--- src/rtl/xdma_pkg.sv ---
`timescale 1ns/1ps
package xdma_pkg;
  localparam logic [5:0] OFF_MODE  = 6'h00;
  localparam logic [5:0] OFF_ENAB  = 6'h08;
  localparam logic [5:0] OFF_COUNT = 6'h10;
  localparam logic [5:0] OFF_START = 6'h18;
  localparam logic [5:0] OFF_TBASE = 6'h20;
  localparam logic [5:0] OFF_TLIM  = 6'h28;
  localparam int EN_RUN_BIT   = 0;
  localparam int EN_TODEV_BIT = 1;
  localparam int PG_LG        = 12;
  localparam int ENT_LG       = 3;

  typedef enum logic [2:0] {
    ST_IDLE, ST_NEXT, ST_TREQ, ST_TWAIT, ST_CMD, ST_DATA
  } chan_st_e;
endpackage

--- src/rtl/xdma_regs.sv ---
`timescale 1ns/1ps
module xdma_regs
  import xdma_pkg::*;
#(
  parameter int AW = 32
) (
  input  logic          clk_i,
  input  logic          rst_ni,
  input  logic          wr_i,
  input  logic [5:0]    addr_i,
  input  logic [AW-1:0] wdata_i,
  input  logic          cnt_clr_i,
  output logic [AW-1:0] rdata_o,
  output logic          run_o,
  output logic          to_dev_o,
  output logic [AW-1:0] count_o,
  output logic [AW-1:0] start_o,
  output logic [AW-1:0] tbase_o
);
  logic [AW-1:0] mode_q, enab_q, count_q, start_q, tbase_q, tlim_q;

  always_ff @(posedge clk_i or negedge rst_ni) begin
    if (!rst_ni) begin
      mode_q  <= '0;
      enab_q  <= '0;
      count_q <= '0;
      start_q <= '0;
      tbase_q <= '0;
      tlim_q  <= '0;
    end else begin
      if (wr_i) begin
        case (addr_i)
          OFF_MODE:  mode_q  <= wdata_i;
          OFF_ENAB:  enab_q  <= wdata_i;
          OFF_COUNT: count_q <= wdata_i;
          OFF_START: start_q <= wdata_i;
          OFF_TBASE: tbase_q <= wdata_i;
          OFF_TLIM:  tlim_q  <= wdata_i;
          default: ;
        endcase
      end
      // end-of-transfer clear wins over a same-cycle write
      if (cnt_clr_i) count_q <= '0;
    end
  end

  always_comb begin
    case (addr_i)
      OFF_MODE:  rdata_o = mode_q;
      OFF_ENAB:  rdata_o = enab_q;
      OFF_COUNT: rdata_o = count_q;
      OFF_START: rdata_o = start_q;
      OFF_TBASE: rdata_o = tbase_q;
      OFF_TLIM:  rdata_o = tlim_q;
      default:   rdata_o = '0;
    endcase
  end

  assign run_o    = enab_q[EN_RUN_BIT];
  assign to_dev_o = enab_q[EN_TODEV_BIT];
  assign count_o  = count_q;
  assign start_o  = start_q;
  assign tbase_o  = tbase_q;

  assert_count_cleared_R10: assert property (@(posedge clk_i) disable iff (!rst_ni)
    cnt_clr_i |=> (count_q == '0));
endmodule

--- src/rtl/xdma_xlat.sv ---
`timescale 1ns/1ps
module xdma_xlat
  import xdma_pkg::*;
#(
  parameter int AW = 32
) (
  input  logic          clk_i,
  input  logic          rst_ni,
  input  logic          inval_i,
  input  logic          load_i,
  input  logic          big_i,
  input  logic [AW-1:0] entry_i,
  input  logic [AW-1:0] laddr_i,
  output logic          hit_o,
  output logic [AW-1:0] phys_o
);
  localparam int NBYTE = AW / 8;
  localparam int PW    = AW - PG_LG;

  logic [AW-1:0] ent_swp, ent;
  logic [PW-1:0] tag_q, base_q;
  logic          vld_q;

  always_comb begin
    for (int b = 0; b < NBYTE; b++)
      ent_swp[b*8 +: 8] = entry_i[(NBYTE-1-b)*8 +: 8];
  end
  assign ent = big_i ? ent_swp : entry_i;

  always_ff @(posedge clk_i or negedge rst_ni) begin
    if (!rst_ni) begin
      vld_q  <= 1'b0;
      tag_q  <= '0;
      base_q <= '0;
    end else if (inval_i) begin
      vld_q <= 1'b0;
    end else if (load_i) begin
      vld_q  <= 1'b1;
      tag_q  <= laddr_i[AW-1:PG_LG];
      base_q <= ent[AW-1:PG_LG];
    end
  end

  assign hit_o  = vld_q && (tag_q == laddr_i[AW-1:PG_LG]);
  assign phys_o = {base_q, laddr_i[PG_LG-1:0]};

  assert_load_then_hit_R7: assert property (@(posedge clk_i) disable iff (!rst_ni)
    (load_i && !inval_i) |=> (hit_o || !$stable(laddr_i)));
endmodule

--- src/rtl/xdma_burst.sv ---
`timescale 1ns/1ps
module xdma_burst #(
  parameter int RW  = 33,
  parameter int SLG = 4,
  parameter int BLG = 8
) (
  input  logic [BLG-1:0] off_i,
  input  logic [RW-1:0]  rem_i,
  output logic [BLG:0]   blen_o
);
  localparam logic [RW-1:0] SMALL = RW'(1) << SLG;
  localparam logic [RW-1:0] BIG   = RW'(1) << BLG;

  always_comb begin
    blen_o = (BLG+1)'(1);
    if (off_i[SLG-1:0] == '0 && rem_i >= SMALL) blen_o = (BLG+1)'(1) << SLG;
    if (off_i == '0 && rem_i >= BIG)            blen_o = (BLG+1)'(1) << BLG;
  end
endmodule

--- src/rtl/xlat_dma_channel.sv ---
`timescale 1ns/1ps
module xlat_dma_channel
  import xdma_pkg::*;
#(
  parameter int AW  = 32,
  parameter int LW  = 16,
  parameter int SLG = 4,
  parameter int BLG = 8
) (
  input  logic          clk_i,
  input  logic          rst_ni,
  input  logic          cfg_big_endian_i,
  input  logic          reg_wr_i,
  input  logic [5:0]    reg_addr_i,
  input  logic [AW-1:0] reg_wdata_i,
  output logic [AW-1:0] reg_rdata_o,
  input  logic          xfer_req_i,
  input  logic          xfer_to_dev_i,
  input  logic [LW-1:0] xfer_len_i,
  output logic          xfer_done_o,
  output logic          xfer_rej_o,
  output logic          mem_req_o,
  output logic          mem_tbl_o,
  output logic          mem_we_o,
  output logic [AW-1:0] mem_addr_o,
  output logic [BLG:0]  mem_blen_o,
  input  logic          mem_gnt_i,
  input  logic          mem_rvalid_i,
  input  logic [AW-1:0] mem_rdata_i,
  input  logic          mem_beat_rdy_i,
  output logic          mem_beat_o,
  output logic [7:0]    mem_wdata_o,
  output logic          dev_valid_o,
  input  logic          dev_ready_i,
  output logic [7:0]    dev_data_o,
  input  logic          dev_valid_i,
  output logic          dev_ready_o,
  input  logic [7:0]    dev_data_i
);
  localparam int AW1 = AW + 1;
  localparam logic [BLG:0] TBL_BLEN = (BLG+1)'(4);

  chan_st_e      st_q;
  logic          run, to_dev_reg, hit, start_go, cnt_clr, ent_load, fire, in_range;
  logic [AW-1:0] count_w, start_w, tbase_w, phys, tbl_addr, laddr_q;
  logic [AW1-1:0] end_q, rem_len, rem_cnt, rem;
  logic [LW-1:0] len_q, moved_q;
  logic [BLG:0]  beats_q, blen;
  logic          to_dev_q, done_q, rej_q;

  xdma_regs #(.AW(AW)) u_regs (
    .clk_i, .rst_ni,
    .wr_i(reg_wr_i), .addr_i(reg_addr_i), .wdata_i(reg_wdata_i),
    .cnt_clr_i(cnt_clr), .rdata_o(reg_rdata_o),
    .run_o(run), .to_dev_o(to_dev_reg),
    .count_o(count_w), .start_o(start_w), .tbase_o(tbase_w)
  );

  xdma_xlat #(.AW(AW)) u_xlat (
    .clk_i, .rst_ni,
    .inval_i(start_go), .load_i(ent_load), .big_i(cfg_big_endian_i),
    .entry_i(mem_rdata_i), .laddr_i(laddr_q),
    .hit_o(hit), .phys_o(phys)
  );

  xdma_burst #(.RW(AW1), .SLG(SLG), .BLG(BLG)) u_burst (
    .off_i(phys[BLG-1:0]), .rem_i(rem), .blen_o(blen)
  );

  assign in_range = ({1'b0, laddr_q} < end_q) && (moved_q < len_q);
  assign rem_len  = AW1'(len_q - moved_q);
  assign rem_cnt  = end_q - {1'b0, laddr_q};
  assign rem      = (rem_len < rem_cnt) ? rem_len : rem_cnt;
  assign tbl_addr = tbase_w + AW'({laddr_q[AW-1:PG_LG], {ENT_LG{1'b0}}});

  assign start_go = (st_q == ST_IDLE) && xfer_req_i && run && (xfer_to_dev_i == to_dev_reg);
  assign cnt_clr  = (st_q == ST_NEXT) && !in_range;
  assign ent_load = (st_q == ST_TWAIT) && mem_rvalid_i;
  assign fire     = (st_q == ST_DATA) && mem_beat_rdy_i && (to_dev_q ? dev_ready_i : dev_valid_i);

  always_ff @(posedge clk_i or negedge rst_ni) begin
    if (!rst_ni) begin
      st_q     <= ST_IDLE;
      end_q    <= '0;
      laddr_q  <= '0;
      len_q    <= '0;
      moved_q  <= '0;
      beats_q  <= '0;
      to_dev_q <= 1'b0;
      done_q   <= 1'b0;
      rej_q    <= 1'b0;
    end else begin
      done_q <= 1'b0;
      rej_q  <= 1'b0;
      case (st_q)
        ST_IDLE: begin
          if (xfer_req_i && run) begin
            if (xfer_to_dev_i != to_dev_reg) begin
              rej_q <= 1'b1;
            end else begin
              end_q    <= {1'b0, start_w} + {1'b0, count_w};
              laddr_q  <= start_w;
              len_q    <= xfer_len_i;
              moved_q  <= '0;
              to_dev_q <= xfer_to_dev_i;
              st_q     <= ST_NEXT;
            end
          end
        end
        ST_NEXT: begin
          if (!in_range) begin
            done_q <= 1'b1;
            st_q   <= ST_IDLE;
          end else if (hit) begin
            st_q <= ST_CMD;
          end else begin
            st_q <= ST_TREQ;
          end
        end
        ST_TREQ:  if (mem_gnt_i) st_q <= ST_TWAIT;
        ST_TWAIT: if (mem_rvalid_i) st_q <= ST_CMD;
        ST_CMD: begin
          if (mem_gnt_i) begin
            beats_q <= blen;
            st_q    <= ST_DATA;
          end
        end
        ST_DATA: begin
          if (fire) begin
            laddr_q <= laddr_q + AW'(1);
            moved_q <= moved_q + LW'(1);
            beats_q <= beats_q - (BLG+1)'(1);
            if (beats_q == (BLG+1)'(1)) st_q <= ST_NEXT;
          end
        end
        default: st_q <= ST_IDLE;
      endcase
    end
  end

  assign mem_req_o   = (st_q == ST_TREQ) || (st_q == ST_CMD);
  assign mem_tbl_o   = (st_q == ST_TREQ);
  assign mem_we_o    = (st_q == ST_CMD) && !to_dev_q;
  assign mem_addr_o  = (st_q == ST_TREQ) ? tbl_addr : phys;
  assign mem_blen_o  = (st_q == ST_TREQ) ? TBL_BLEN : blen;
  assign mem_beat_o  = fire;
  assign mem_wdata_o = dev_data_i;
  assign dev_data_o  = mem_rdata_i[7:0];
  assign dev_valid_o = (st_q == ST_DATA) && to_dev_q && mem_beat_rdy_i;
  assign dev_ready_o = (st_q == ST_DATA) && !to_dev_q && mem_beat_rdy_i;
  assign xfer_done_o = done_q;
  assign xfer_rej_o  = rej_q;

  assert_cmd_hold_R5: assert property (@(posedge clk_i) disable iff (!rst_ni)
    (mem_req_o && !mem_gnt_i) |=> (mem_req_o && $stable(mem_addr_o) && $stable(mem_tbl_o)));
  assert_big_burst_aligned_R8: assert property (@(posedge clk_i) disable iff (!rst_ni)
    (mem_req_o && !mem_tbl_o && mem_blen_o == ((BLG+1)'(1) << BLG)) |-> (mem_addr_o[BLG-1:0] == '0));
  assert_never_past_len_R9: assert property (@(posedge clk_i) disable iff (!rst_ni)
    (moved_q <= len_q));
  assert_done_count_zero_R10: assert property (@(posedge clk_i) disable iff (!rst_ni)
    xfer_done_o |-> (count_w == '0));
  assert_reject_no_cmd_R4: assert property (@(posedge clk_i) disable iff (!rst_ni)
    xfer_rej_o |-> !mem_req_o);
endmodule

--- config.mk ---
export PLATFORM = sky130hd
export DESIGN_NAME = xlat_dma_channel
export DESIGN_NICKNAME = d
export VERILOG_FILES = /design/src/rtl/xdma_pkg.sv /design/src/rtl/xdma_regs.sv /design/src/rtl/xdma_xlat.sv /design/src/rtl/xdma_burst.sv /design/src/rtl/xlat_dma_channel.sv
export SDC_FILE = /design/constraint.sdc
export NUM_CORES = 1
export LEC_CHECK = 0
export BUFFER_PORTS_ARGS = -buffer_cell sky130_fd_sc_hd__buf_2
export CORE_ASPECT_RATIO = 2
export CORE_UTILIZATION = 30
export CTS_BUF_LIST = sky130_fd_sc_hd__clkbuf_8
export DETAILED_ROUTE_END_ITERATION = 10
export GPL_ROUTABILITY_DRIVEN = 0
export PLACE_DENSITY_LB_ADDON = 0.25
export SLEW_MARGIN = 5
export SYNTH_ARGS = -nofsm -noshare
export SYNTH_HDL_FRONTEND = slang
export SYNTH_SLANG_ARGS = --single-unit
export TNS_END_PERCENT = 5
--- constraint.sdc ---
create_clock -name clk_i -period 15 [get_ports clk_i]
set_input_delay 0.75 -clock clk_i [delete_from_list [all_inputs] [get_ports clk_i]]
set_output_delay 0.75 -clock clk_i [all_outputs]
set_load 0.05 [all_outputs]
# [After elaboration in Yosys (flattened, before gate mapping)]
# Index checks and enable logic that the tools add are counted.
[word_totals] regBits=345
[op_classes] eq_ne=21 bitwise_logic=2 n_mux=39 reduce_logical=40 n_lt_le_gt_ge=5 addsub=7
[op_table] op="32-bit two-way mux" count=8
[op_table] op="32-bit one-hot mux with 6 select lines" count=1
[op_table] op="32-bit one-hot mux with 2 select lines" count=1
[op_table] op="16-bit two-way mux" count=3
[op_table] op="9-bit two-way mux" count=4
[op_table] op="32-bit by 32-bit adder with 33-bit output" count=1
[op_table] op="33-bit by 5-bit >= comparator with 1-bit output (second input constant)" count=1
[op_table] op="33-bit by 9-bit >= comparator with 1-bit output (second input constant)" count=1
[op_table] op="32-bit by 33-bit less-than comparator with 1-bit output" count=1
[op_table] op="33-bit less-than comparator" count=1
[op_table] op="33-bit two-way mux" count=1
[op_table] op="33-bit by 32-bit subtractor with 33-bit output" count=1
[op_table] op="32-bit by 1-bit adder with 32-bit output (second input constant)" count=1
[op_table] op="32-bit by 23-bit adder with 32-bit output" count=1
[op_table] op="16-bit one-hot mux with 2 select lines" count=1
[op_table] op="3-bit two-way mux" count=9
[op_table] op="20-bit == test" count=1
[op_table] op="3-bit one-hot mux with 6 select lines" count=1
[op_table] op="9-bit one-hot mux with 2 select lines" count=1
[op_table] op="1-bit logical AND" count=17
[op_table] op="16-bit by 16-bit subtractor with 17-bit output" count=1
[op_table] op="16-bit by 1-bit adder with 16-bit output (second input constant)" count=1
[op_table] op="16-bit less-than comparator" count=1
[op_table] op="2-bit AND reduction" count=7
[op_table] op="25 further kinds" count=48

# [Longest topological paths before layout]
# Gate-level depths: netlist of run 1.
[logic_depth] depth_word=9 ltp_mapped=22 mapped_depth_nobuf=22

# [Cells and area by module]
# A second synthesis of run 1 with hierarchy kept.
[hier_totals] hier_cells=2324 area_unflattened_um2=22434.0
[by_module_without_submodules] module="xlat_dma_channel" instances=1 cells_each=1537 seq_area_each_um2=2802.7 area_per_inst_um2=11813.8
[by_module_without_submodules] module="xdma_regs" instances=1 cells_each=591 seq_area_each_um2=4804.6 area_per_inst_um2=8434.3
[by_module_without_submodules] module="xdma_xlat" instances=1 cells_each=172 seq_area_each_um2=1026.0 area_per_inst_um2=1994.4
[by_module_without_submodules] module="xdma_burst" instances=1 cells_each=24 seq_area_each_um2=0.0 area_per_inst_um2=191.4

# [Worst setup path before layout of run 1]
# Ideal clock, no wire load.
[synth_path] path_type="reg2out" start="register len_q[5]" end="output port mem_blen_o[4]" setup_slack_ns=9.216 t_arrival_ns=5.034 path_stages_with_launch=19 path_buffers=0 required_ns=14.250 path_cell_list="dfrtp_1 -> ha_1 -> a21o_1 -> a2111oi_4 -> a21oi_2 -> o21ai_0 -> o2bb2ai_1 -> ha_1 -> a21o_1 -> a21o_1 -> a221oi_1 -> o21ai_0 -> a21oi_1 -> o211ai_1 -> or4b_1 -> a2bb2oi_1 -> nand4_1 -> nand2_1 -> nor3b_2"
[synth_between] elab_chain_len=8 elab_cells_between_ends=10 classes_between="add/sub (1); order compare (3); mux (4); reduce/logical (2)"
[synth_lines] element="start, declared" line="xlat_dma_channel.sv:47" rtl="logic [LW-1:0] len_q, moved_q;"
[synth_lines] element="start signal, assigned" line="xlat_dma_channel.sv:103" rtl="len_q <= xfer_len_i;"
[synth_lines] element="16-bit by 16-bit subtractor with 17-bit output *" line="xlat_dma_channel.sv:71" rtl="assign rem_len = AW1'(len_q - moved_q);"
[synth_lines] element="33-bit less-than comparator" line="xlat_dma_channel.sv:73" rtl="assign rem = (rem_len < rem_cnt) ? rem_len : rem_cnt;"
[synth_lines] element="33-bit two-way mux *" line="xlat_dma_channel.sv:73"
[synth_lines] element="33-bit by 5-bit >= comparator with 1-bit output" line="xdma_burst.sv:16" rtl="if (off_i[SLG-1:0] == '0 && rem_i >= SMALL) blen_o = (BLG+1)'(1) << SLG;"
[synth_lines] element="1-bit logical AND" line="xdma_burst.sv:16"
[synth_lines] element="5-bit two-way mux" line="xdma_burst.sv:16"
[synth_lines] element="9-bit two-way mux *" line="xdma_burst.sv:17" rtl="if (off_i == '0 && rem_i >= BIG) blen_o = (BLG+1)'(1) << BLG;"
[synth_lines] element="9-bit two-way mux *" line="xlat_dma_channel.sv:145" rtl="assign mem_blen_o = (st_q == ST_TREQ) ? TBL_BLEN : blen;"
[synth_lines] element="end, declared" line="xlat_dma_channel.sv:26" rtl="output logic [BLG:0] mem_blen_o,"
# Every way passes the cells marked *; elsewhere a longest branch is shown, timed or not.

# [Final worst setup path of run 1]
[layout_path] start="register laddr_q[7]" end="output port mem_blen_o[0]"
[layout_between] elab_chain_len=8 elab_cells_between_ends=11 classes_between="add/sub (1); order compare (3); mux (4); reduce/logical (3)"
[layout_lines] element="start, declared" line="xlat_dma_channel.sv:45" rtl="logic [AW-1:0] count_w, start_w, tbase_w, phys, tbl_addr, laddr_q;"
[layout_lines] element="start signal, assigned" line="xlat_dma_channel.sv:102" rtl="laddr_q <= start_w;"
[layout_lines] element="start signal, assigned" line="xlat_dma_channel.sv:130" rtl="laddr_q <= laddr_q + AW'(1);"
[layout_lines] element="33-bit by 32-bit subtractor with 33-bit output" line="xlat_dma_channel.sv:72" rtl="assign rem_cnt = end_q - {1'b0, laddr_q};"
[layout_lines] element="33-bit less-than comparator" line="xlat_dma_channel.sv:73"
[layout_lines] element="33-bit two-way mux" line="xlat_dma_channel.sv:73"
[layout_lines] element="33-bit by 5-bit >= comparator with 1-bit output" line="xdma_burst.sv:16"
[layout_lines] element="1-bit logical AND" line="xdma_burst.sv:16"
[layout_lines] element="5-bit two-way mux" line="xdma_burst.sv:16"
[layout_lines] element="9-bit two-way mux *" line="xdma_burst.sv:17"
[layout_lines] element="9-bit two-way mux *" line="xlat_dma_channel.sv:145"
# Marked as above.

==> impl_results.html, run 1 <==
<table>
<tr><th>Metric</th><th>Value</th></tr>
<tr><th colspan="2">Run status</th></tr>
<tr><td>Outcome</td><td>finished with violations</td></tr>
<tr><td>Violated checks</td><td>design-rule violations</td></tr>
<tr><th colspan="2">Global route</th></tr>
<tr><td>Via count of the first global-routing pass</td><td>19,600</td></tr>
<tr><td>Largest net degree at the start of global routing</td><td>164</td></tr>
<tr><td>Wire length of the first global-routing pass</td><td>114,000 um</td></tr>
<tr><td>GRT Resource Usage Total</td><td>20.1%</td></tr>
<tr><td>Number of antenna violations at the first check in global routing</td><td>4</td></tr>
<tr><td>Gr ovfl total</td><td>0</td></tr>
<tr><th colspan="2">Pwr</th></tr>
<tr><td>Cell-internal power</td><td>2.48 mW</td></tr>
<tr><td>Reported net switching power</td><td>2.03 mW</td></tr>
<tr><td>Power share of the clock group</td><td>21.3%</td></tr>
<tr><td>Proportion of power drawn by flip-flops and latches</td><td>29.5%</td></tr>
<tr><td>Sw Share</td><td>45.1%</td></tr>
<tr><td>Total leakage power</td><td>11.8 nW</td></tr>
<tr><td>Share of total power in combinational logic</td><td>49.2%</td></tr>
<tr><td>Power density over cell area</td><td>181 nW/um^2</td></tr>
<tr><td>Maximum vdd drop</td><td>68.0 uV</td></tr>
<tr><th colspan="2">Synth</th></tr>
<tr><td>Per-instance average area after synthesis</td><td>9.22 sq um</td></tr>
<tr><td>Count of yosys warnings during synthesis</td><td>0</td></tr>
<tr><td>Number of standard cells after synthesis</td><td>2,373</td></tr>
<tr><td>Post-synthesis xor/xnor area fraction</td><td>5.00%</td></tr>
<tr><td>Synthesis-stage register bit count</td><td>345</td></tr>
<tr><td>Number of synthesized flops with an enable pin</td><td>0</td></tr>
<tr><td>Ys async rst share</td><td>100%</td></tr>
<tr><td>Number of distinct library cells after synthesis</td><td>87</td></tr>
<tr><td>Adder and majority cell fraction of the synthesized area</td><td>8.20%</td></tr>
<tr><td>Main synth FF type</td><td>sky130_fd_sc_hd__dfrtp_1</td></tr>
<tr><td>Multiplexer area fraction after synthesis</td><td>9.36%</td></tr>
<tr><td>Area fraction in compound gates after synthesis</td><td>19.4%</td></tr>
<tr><td>Simple-Gate Fraction of Synth Area</td><td>14.4%</td></tr>
<tr><td>Combinational family with the most area after synthesis</td><td>compound AO/OA/AOI/OAI gates</td></tr>
<tr><td>Seq/Total Area, Yosys</td><td>39.5%</td></tr>
<tr><td>Post-synth design cell area</td><td>21,900 sq um</td></tr>
<tr><th colspan="2">Clock network</th></tr>
<tr><td>Clock slew at reported path FFs</td><td>0.07 ns</td></tr>
<tr><td>Maximum buffer depth of the clock tree</td><td>3</td></tr>
<tr><td>Total clock buffers created by CTS</td><td>53</td></tr>
<tr><td>Clock root cell</td><td>sky130_fd_sc_hd__clkbuf_8</td></tr>
<tr><td>Cells resized by post-CTS repair</td><td>0</td></tr>
<tr><td>Clock tree from TritonCTS</td><td>built</td></tr>
<tr><td>Hold buffer count at cts</td><td>0</td></tr>
<tr><td>Post-CTS Repair Setup Buffers</td><td>0</td></tr>
<tr><td>Count of clock tree sinks</td><td>345</td></tr>
<tr><td>H-tree levels</td><td>2</td></tr>
<tr><td>Worst skew pair latency</td><td>0.68 ns</td></tr>
<tr><th colspan="2">Critical path</th></tr>
<tr><td>Worst endpoint required time</td><td>14.25 ns</td></tr>
<tr><td>Depth of the worst register-to-register path</td><td>21</td></tr>
<tr><td>CP Launch Point</td><td>laddr_q[7]</td></tr>
<tr><td>Startpoint Class</td><td>flop</td></tr>
<tr><td>Kind of critical path</td><td>reg -&gt; out</td></tr>
<tr><td>R2r endpoint</td><td>beats_q[8]</td></tr>
<tr><td>Element type at the critical path end</td><td>output pin</td></tr>
<tr><td>CP endpoint</td><td>mem_blen_o[0]</td></tr>
<tr><td>Reg-to-reg setup timing slack</td><td>8.76 ns</td></tr>
<tr><td>Arrival time reported for the critical path endpoint</td><td>7.09 ns</td></tr>
<tr><td>Peak fanout along the critical path</td><td>7</td></tr>
<tr><td>Worst reg2reg path startpoint</td><td>laddr_q[7]</td></tr>
<tr><th colspan="2">Floorplan</th></tr>
<tr><td>Die Height</td><td>384 um</td></tr>
<tr><td>Standard-cell row count</td><td>139</td></tr>
<tr><td>Die width</td><td>193 um</td></tr>
<tr><td>Die Area</td><td>74,100 sq um</td></tr>
<tr><td>IO Pins</td><td>202</td></tr>
<tr><td>Initial Utilization</td><td>30.4%</td></tr>
<tr><td>Core area</td><td>72,000 sq um</td></tr>
<tr><th colspan="2">STA</th></tr>
<tr><td>Minimum period implied by the final worst setup slack</td><td>7.84 ns</td></tr>
<tr><td>Max-slew violation total from the final report</td><td>0</td></tr>
<tr><td>Max_slew headroom</td><td>28.6%</td></tr>
<tr><td>Total negative setup slack</td><td>0 ns</td></tr>
<tr><td>Slew of the pin with the lowest slew margin</td><td>1.04 ns</td></tr>
<tr><td>Period utilisation layout</td><td>52.3%</td></tr>
<tr><td>Final hold violation count</td><td>0</td></tr>
<tr><td>Unrepaired setup endpoints after global routing</td><td>no</td></tr>
<tr><td>Final setup fails</td><td>0</td></tr>
<tr><td>Maximum clock frequency</td><td>0.127 GHz</td></tr>
<tr><td>Post-route clock skew</td><td>0.0495 ns</td></tr>
<tr><th colspan="2">Drt</th></tr>
<tr><td>Wire length per cell after detailed routing</td><td>21.5 um</td></tr>
<tr><td>Number of design-rule violations left by the first detailed-router iteration</td><td>1,179</td></tr>
<tr><td>Via total after detailed routing</td><td>18,900</td></tr>
<tr><td>Number of optimization iterations in the first detailed-route pass</td><td>10</td></tr>
<tr><td>Detailed Route WL</td><td>74,500 um</td></tr>
<tr><td>ANT nets after route</td><td>0</td></tr>
<tr><td>Residual DRC count</td><td>20</td></tr>
<tr><td>Via density</td><td>5.44</td></tr>
<tr><th colspan="2">Placed design</th></tr>
<tr><td>Placed cell area</td><td>23,700 sq um</td></tr>
<tr><td>HPWL reported at the end of detailed placement</td><td>56,800 um</td></tr>
<tr><td>Number of buffers inserted by port buffering</td><td>180</td></tr>
<tr><th colspan="2">Final layout</th></tr>
<tr><td>Area growth syn-to-layout</td><td>14.0%</td></tr>
<tr><td>Final net count</td><td>2,760</td></tr>
<tr><td>Final-layout fill cell count</td><td>7,487</td></tr>
<tr><td>Most common cell after layout, fill and taps aside</td><td>sky130_fd_sc_hd__dfrtp_1</td></tr>
<tr><td>Commonest cells after routing, fill and taps aside</td><td>sky130_fd_sc_hd__dfrtp_1, sky130_fd_sc_hd__nand2_1, sky130_fd_sc_hd__o21ai_0, sky130_fd_sc_hd__buf_2, sky130_fd_sc_hd__mux2_2</td></tr>
<tr><td>Finished layout cell area</td><td>24,900 sq um</td></tr>
<tr><td>Ratio of cells with drive above 1 in the final layout</td><td>19.4%</td></tr>
<tr><th colspan="2">Worst hold path</th></tr>
<tr><td>Worst min-delay path category</td><td>in -&gt; async</td></tr>
<tr><th colspan="2">Run</th></tr>
<tr><td>Number of max-cap violations</td><td>0</td></tr>
</table>
[Yosys cell counts, drive strengths merged (81+ instances only)]
cell    number  area share (%)
ha         137             7.8
nand3       82             1.9
inv         94             1.6
xnor2       81             3.2
a22oi       97             3.3
nand2      313             5.4
nor2       128             2.2
o21ai      184             4.2
mux2       164             8.4
clkbuf      85             1.5
a21oi      159             3.7
dfrtp      345              39
[logic make-up (layout without fill, tap and decap cells)]
logic type / after synthesis / after routing
buffers and inverters: 222 / 397
flip-flops: 345 / 345
AND/OR/NAND/NOR: 694 / 694
XOR/XNOR: 125 / 125
multiplexers: 184 / 184
adder cells (fa/ha/maj): 141 / 141
AO/OA/AOI/OAI: 661 / 661
other: 1 / 7
[state kept, by name (all words and copies together) (netlist names), 3 cells and up]
| signal | cells |
|---|---|
| len_q | 16 |
| st_q | 3 |
| u_xlat.base_q | 20 |
| beats_q | 9 |
| u_regs.mode_q | 32 |
| laddr_q | 32 |
| u_xlat.tag_q | 20 |
| u_regs.tlim_q | 32 |
| u_regs.count_o | 32 |
| end_q | 33 |
| moved_q | 16 |
| u_regs.start_o | 32 |
| u_regs.enab_q | 32 |
| u_regs.tbase_o | 32 |
[through the flow]
stage	worst slack (ns)	util [%]	power [mW]	cells	hold WS (ns)
final	7.16	34.6	4.51	3470	0.183
after global routing	6.86	34.6	4.83	3469	0.236
after CTS	7.25	34.6	4.54	3468	0.188
after detailed placement	7.99	32.9	3.55	3375	0.476
after global placement	8.08	32.9	3.49	3375	0.465
after floorplan	9.22	-	2.86	2377	0.446
[critical path, stage by stage, from the launching register on]
cell and delay, ns:
sky130_fd_sc_hd__dfrtp_1 0.44, sky130_fd_sc_hd__inv_1 0.11, sky130_fd_sc_hd__ha_1 0.40, sky130_fd_sc_hd__nand2_1 0.13, sky130_fd_sc_hd__a2111oi_0 0.90, sky130_fd_sc_hd__nor2_1 0.22, sky130_fd_sc_hd__a31o_2 0.31, sky130_fd_sc_hd__a211oi_2 0.36
sky130_fd_sc_hd__o21ai_0 0.17, sky130_fd_sc_hd__a31oi_1 0.26, sky130_fd_sc_hd__inv_1 0.08, sky130_fd_sc_hd__ha_1 0.30, sky130_fd_sc_hd__nand4_1 0.09, sky130_fd_sc_hd__nor2_1 0.21, sky130_fd_sc_hd__nand3_1 0.11, sky130_fd_sc_hd__o211ai_1 0.42
sky130_fd_sc_hd__inv_1 0.19, sky130_fd_sc_hd__a221oi_1 0.45, sky130_fd_sc_hd__nand3_1 0.17, sky130_fd_sc_hd__a31oi_2 0.58, sky130_fd_sc_hd__and3_1 0.25, sky130_fd_sc_hd__buf_2 0.26
[metal layers]
layer	GRT usage [%]	routed length [um]
met4	13.3	5120
met3	2.17	2960
met5	0	0
met1	20.8	26700
met2	37.4	39800
[area by class of cell]
class                           count  area [sq um]  area share (%)
Multi-Input combinational cell   1810         12400            49.7
Sequential cell                   345          8630            34.6
Tap cell                          916          1150            4.59
Timing Repair Buffer              209          1140            4.57
Clock buffer                       65           895            3.59
Clock inverter                     28           377            1.51
Inverter                           95           357            1.43
Antenna cell                        2          5.00          0.0201
[how the worst min path moves through the flow]
| stage | cells past startpoint | slack, ns | start | to |
|---|---|---|---|---|
| floorplan | 0 | 0.45 | rst_ni | beats_q[0] |
| global placement | 2 | 0.46 | end_q[7] | end_q[7] |
| detailed placement | 2 | 0.48 | end_q[7] | end_q[7] |
| CTS | 1 | 0.19 | rst_ni | u_xlat.base_q[18] |
| global route | 1 | 0.24 | rst_ni | u_xlat.base_q[18] |
| finish | 1 | 0.18 | rst_ni | u_xlat.base_q[18] |
[power groups by stage]
stage	clock, mW	sequential (mW)	combinational (mW)
after floorplan	0	1.26	1.60
after CTS	0.990	1.33	2.22
after global routing	1.02	1.36	2.45
after detailed placement	0	1.34	2.21
after global placement	0	1.33	2.16
final	0.962	1.33	2.22
Note: power is estimated with default switching activity, not from simulation.
==> inputs of run 2 (changes only) <==
Clock period 15 ns to 7.7 ns, I/O delays scaled along.
==> impl_results.html, run 2 (synthesis gave the netlist of run 1 again) <==
<table>
<tr><th>Metric</th><th>Value</th></tr>
<tr><th colspan="2">Critical path</th></tr>
<tr><td>Master of the slowest instance on the critical path</td><td>sky130_fd_sc_hd__a2111oi_1</td></tr>
<tr><td>Worst endpoint required time</td><td>7.32 ns</td></tr>
<tr><td>Arrival time reported for the critical path endpoint</td><td>6.75 ns</td></tr>
<tr><td>Largest stage delay, worst path</td><td>0.71 ns</td></tr>
<tr><td>Largest delay contributor family on the critical path</td><td>compound AO/OA/AOI/OAI gates</td></tr>
<tr><td>Kind of critical path</td><td>reg -&gt; out</td></tr>
<tr><td>Cell breakdown of the critical path</td><td>inv_1 &gt; ha_1 &gt; a21oi_1 &gt; a2111oi_1 &gt; nor2_1 &gt; a31o_2 &gt; a211oi_2 &gt; o21ai_0 &gt; a31oi_1 &gt; inv_1 &gt; ha_1 &gt; a21o_1 &gt; a211oi_1 &gt; o21ai_0 &gt; o211ai_1 &gt; o211ai_1 &gt; nor4_1 &gt; nor2_1 &gt; o21a_1 &gt; a31oi_2 &gt; and3_1 &gt; buf_2</td></tr>
<tr><td>Buffers and inverters on the worst path</td><td>3</td></tr>
<tr><td>Element type at the critical path end</td><td>output pin</td></tr>
<tr><td>Startpoint Class</td><td>flop</td></tr>
<tr><td>Peak fanout along the critical path</td><td>7</td></tr>
<tr><th colspan="2">Final layout</th></tr>
<tr><td>Sequential Area</td><td>8630 sq um</td></tr>
<tr><td>Largest register by flop count</td><td>end_q</td></tr>
<tr><td>Max reg flops</td><td>33</td></tr>
<tr><td>Finished layout cell area</td><td>25,200 sq um</td></tr>
<tr><td>Area growth syn-to-layout</td><td>15.0%</td></tr>
<tr><td>Area of the multi-input gates</td><td>12,400 sq um</td></tr>
<tr><td>Final net count</td><td>2,803</td></tr>
<tr><td>Final-layout fill cell count</td><td>7,505</td></tr>
<tr><td>Ratio of cells with drive above 1 in the final layout</td><td>18.6%</td></tr>
<tr><td>Most common cell after layout, fill and taps aside</td><td>sky130_fd_sc_hd__dfrtp_1</td></tr>
<tr><td>Number of cells in the finished layout apart from fillers</td><td>3,507</td></tr>
<tr><td>Commonest cells after routing, fill and taps aside</td><td>sky130_fd_sc_hd__dfrtp_1, sky130_fd_sc_hd__nand2_1, sky130_fd_sc_hd__o21ai_0, sky130_fd_sc_hd__buf_2, sky130_fd_sc_hd__mux2_2</td></tr>
<tr><td>Final design utilization</td><td>35.0%</td></tr>
<tr><th colspan="2">Clock network</th></tr>
<tr><td>Clock root cell</td><td>sky130_fd_sc_hd__clkbuf_8</td></tr>
<tr><td>Clock tree from TritonCTS</td><td>built</td></tr>
<tr><td>Maximum buffer depth of the clock tree</td><td>3</td></tr>
<tr><td>Count of clock tree sinks</td><td>345</td></tr>
<tr><td>Clock slew at reported path FFs</td><td>0.07 ns</td></tr>
<tr><td>H-tree levels</td><td>2</td></tr>
<tr><td>Total clock buffers created by CTS</td><td>52</td></tr>
<tr><td>Worst skew pair latency</td><td>0.65 ns</td></tr>
<tr><th colspan="2">Placed design</th></tr>
<tr><td>HPWL reported at the end of detailed placement</td><td>56,700 um</td></tr>
<tr><td>Placed Instances</td><td>3,374</td></tr>
<tr><td>Placed cell area</td><td>23,700 sq um</td></tr>
<tr><td>Number of buffers inserted by port buffering</td><td>180</td></tr>
<tr><th colspan="2">Floorplan</th></tr>
<tr><td>Initial Utilization</td><td>30.4%</td></tr>
<tr><td>Die width</td><td>193 um</td></tr>
<tr><td>Die Area</td><td>74,100 sq um</td></tr>
<tr><td>Die Height</td><td>384 um</td></tr>
<tr><td>IO Pins</td><td>202</td></tr>
<tr><td>Standard-cell row count</td><td>139</td></tr>
<tr><td>Core area</td><td>72,000 sq um</td></tr>
<tr><th colspan="2">Global route</th></tr>
<tr><td>Gr ovfl total</td><td>0</td></tr>
<tr><td>Number of antenna violations at the first check in global routing</td><td>1</td></tr>
<tr><td>Via count of the first global-routing pass</td><td>20,000</td></tr>
<tr><td>Largest net degree at the start of global routing</td><td>144</td></tr>
<tr><td>GRT Resource Usage Total</td><td>20.2%</td></tr>
<tr><td>Wire length of the first global-routing pass</td><td>115,000 um</td></tr>
<tr><th colspan="2">STA</th></tr>
<tr><td>Unrepaired setup endpoints after global routing</td><td>no</td></tr>
<tr><td>Max_slew headroom</td><td>32.2%</td></tr>
<tr><td>Slew of the pin with the lowest slew margin</td><td>1.01 ns</td></tr>
<tr><td>Minimum period implied by the final worst setup slack</td><td>7.13 ns</td></tr>
<tr><td>Post-route clock skew</td><td>0.0429 ns</td></tr>
<tr><td>Final setup fails</td><td>0</td></tr>
<tr><td>Maximum clock frequency</td><td>0.140 GHz</td></tr>
<tr><td>Max-slew violation total from the final report</td><td>0</td></tr>
<tr><td>Total negative setup slack</td><td>0 ns</td></tr>
<tr><td>Period utilisation layout</td><td>92.6%</td></tr>
<tr><td>Final hold violation count</td><td>0</td></tr>
<tr><th colspan="2">Run status</th></tr>
<tr><td>Violated checks</td><td>design-rule violations</td></tr>
<tr><td>Outcome</td><td>finished with violations</td></tr>
<tr><th colspan="2">Pwr</th></tr>
<tr><td>Maximum vdd drop</td><td>132 uV</td></tr>
<tr><td>Power density over cell area</td><td>338 nW/um^2</td></tr>
<tr><td>Total leakage power</td><td>11.9 nW</td></tr>
<tr><th colspan="2">Drt</th></tr>
<tr><td>Wire length per cell after detailed routing</td><td>21.2 um</td></tr>
<tr><td>Number of optimization iterations in the first detailed-route pass</td><td>10</td></tr>
<tr><td>Via total after detailed routing</td><td>18,900</td></tr>
<tr><td>Detailed Route WL</td><td>74,300 um</td></tr>
<tr><td>Residual DRC count</td><td>9</td></tr>
<tr><td>Number of design-rule violations left by the first detailed-router iteration</td><td>1,035</td></tr>
<tr><td>ANT nets after route</td><td>0</td></tr>
<tr><td>Via density</td><td>5.40</td></tr>
<tr><th colspan="2">Run</th></tr>
<tr><td>Number of max-cap violations</td><td>0</td></tr>
<tr><th colspan="2">Worst hold path</th></tr>
<tr><td>Worst min-delay path category</td><td>in -&gt; reg</td></tr>
</table>
-- run 2: cell types whose count changed in the layout (fill, tap and decap cells not counted), sizes merged --
cell / delta
clkinvlp: +1
bufinv: -5
buf: -1
clkinv: +1
diode: -1
clkbuf: -6
dlygate4sd3: +45
inv: +3
-- run 2: worst min-delay path: stages --
cell and delay (ns):
sky130_fd_sc_hd__buf_2 0.15, sky130_fd_sc_hd__nand2_1 0.06, sky130_fd_sc_hd__a21oi_1 0.05
-- run 2: path summary, 6_finish.rpt --
check | from | end | slack [ns] | cells after the start
max in group asynchronous | rst_ni | u_regs.mode_q[3] | 5.42 | 4
hold / removal | reg_wdata_i[27] | u_regs.count_o[27] | 0.05 | 3
setup / recovery | laddr_q[2] | mem_blen_o[0] | 0.57 | 22
hold reg to reg | u_xlat.base_q[10] | u_xlat.base_q[10] | 0.49 | 2
min in group asynchronous | rst_ni | u_xlat.base_q[15] | 0.32 | 2
setup reg to reg | laddr_q[2] | beats_q[8] | 1.76 | 21
-- run 2: timing repair --
action | 4_1_cts | 5_1_grt
endpoints found under the hold margin | 160 | 0
hold buffers | 45 | 0
setup buffers | 0 | 0
endpoints found under the setup margin | 0 | 1
resized for setup | 0 | 1
-- run 2: report_power, final --
part / total (mW) / switching [mW] / internal (mW) / leakage, nW
Sequential: 2.59 / 0.404 / 2.18 / 4.57
Combinational: 4.32 / 2.74 / 1.58 / 6.74
Clock: 1.60 / 0.767 / 0.834 / 0.601
-- run 2: per-stage QoR --
stage	power (mW)	setup WS, ns	hold slack (ns)
floorplan	5.57	2.28	0.0894
global placement	6.80	1.10	0.464
detailed placement	6.90	1.02	0.462
CTS	8.57	0.295	0.000287
global route	9.13	0.163	0.0327
finish	8.51	0.566	0.0478
-- run 2: layout make-up --
cell class,count,area share [%]
diodes,1,0.00994
clock buffers,59,3.23
clock inverters,28,0.969
inverters,95,1.42
multi-input cells,1810,49.2
flip-flops and latches,345,34.3
well taps,916,4.55
repair buffers,253,6.29
-- run 2: metal layers --
metal / GRT usage [%] / wire length [um]
met1: 21.3 / 27400
met2: 38.5 / 40500
met5: 0 / 0
met4: 11.2 / 4330
met3: 1.62 / 2130
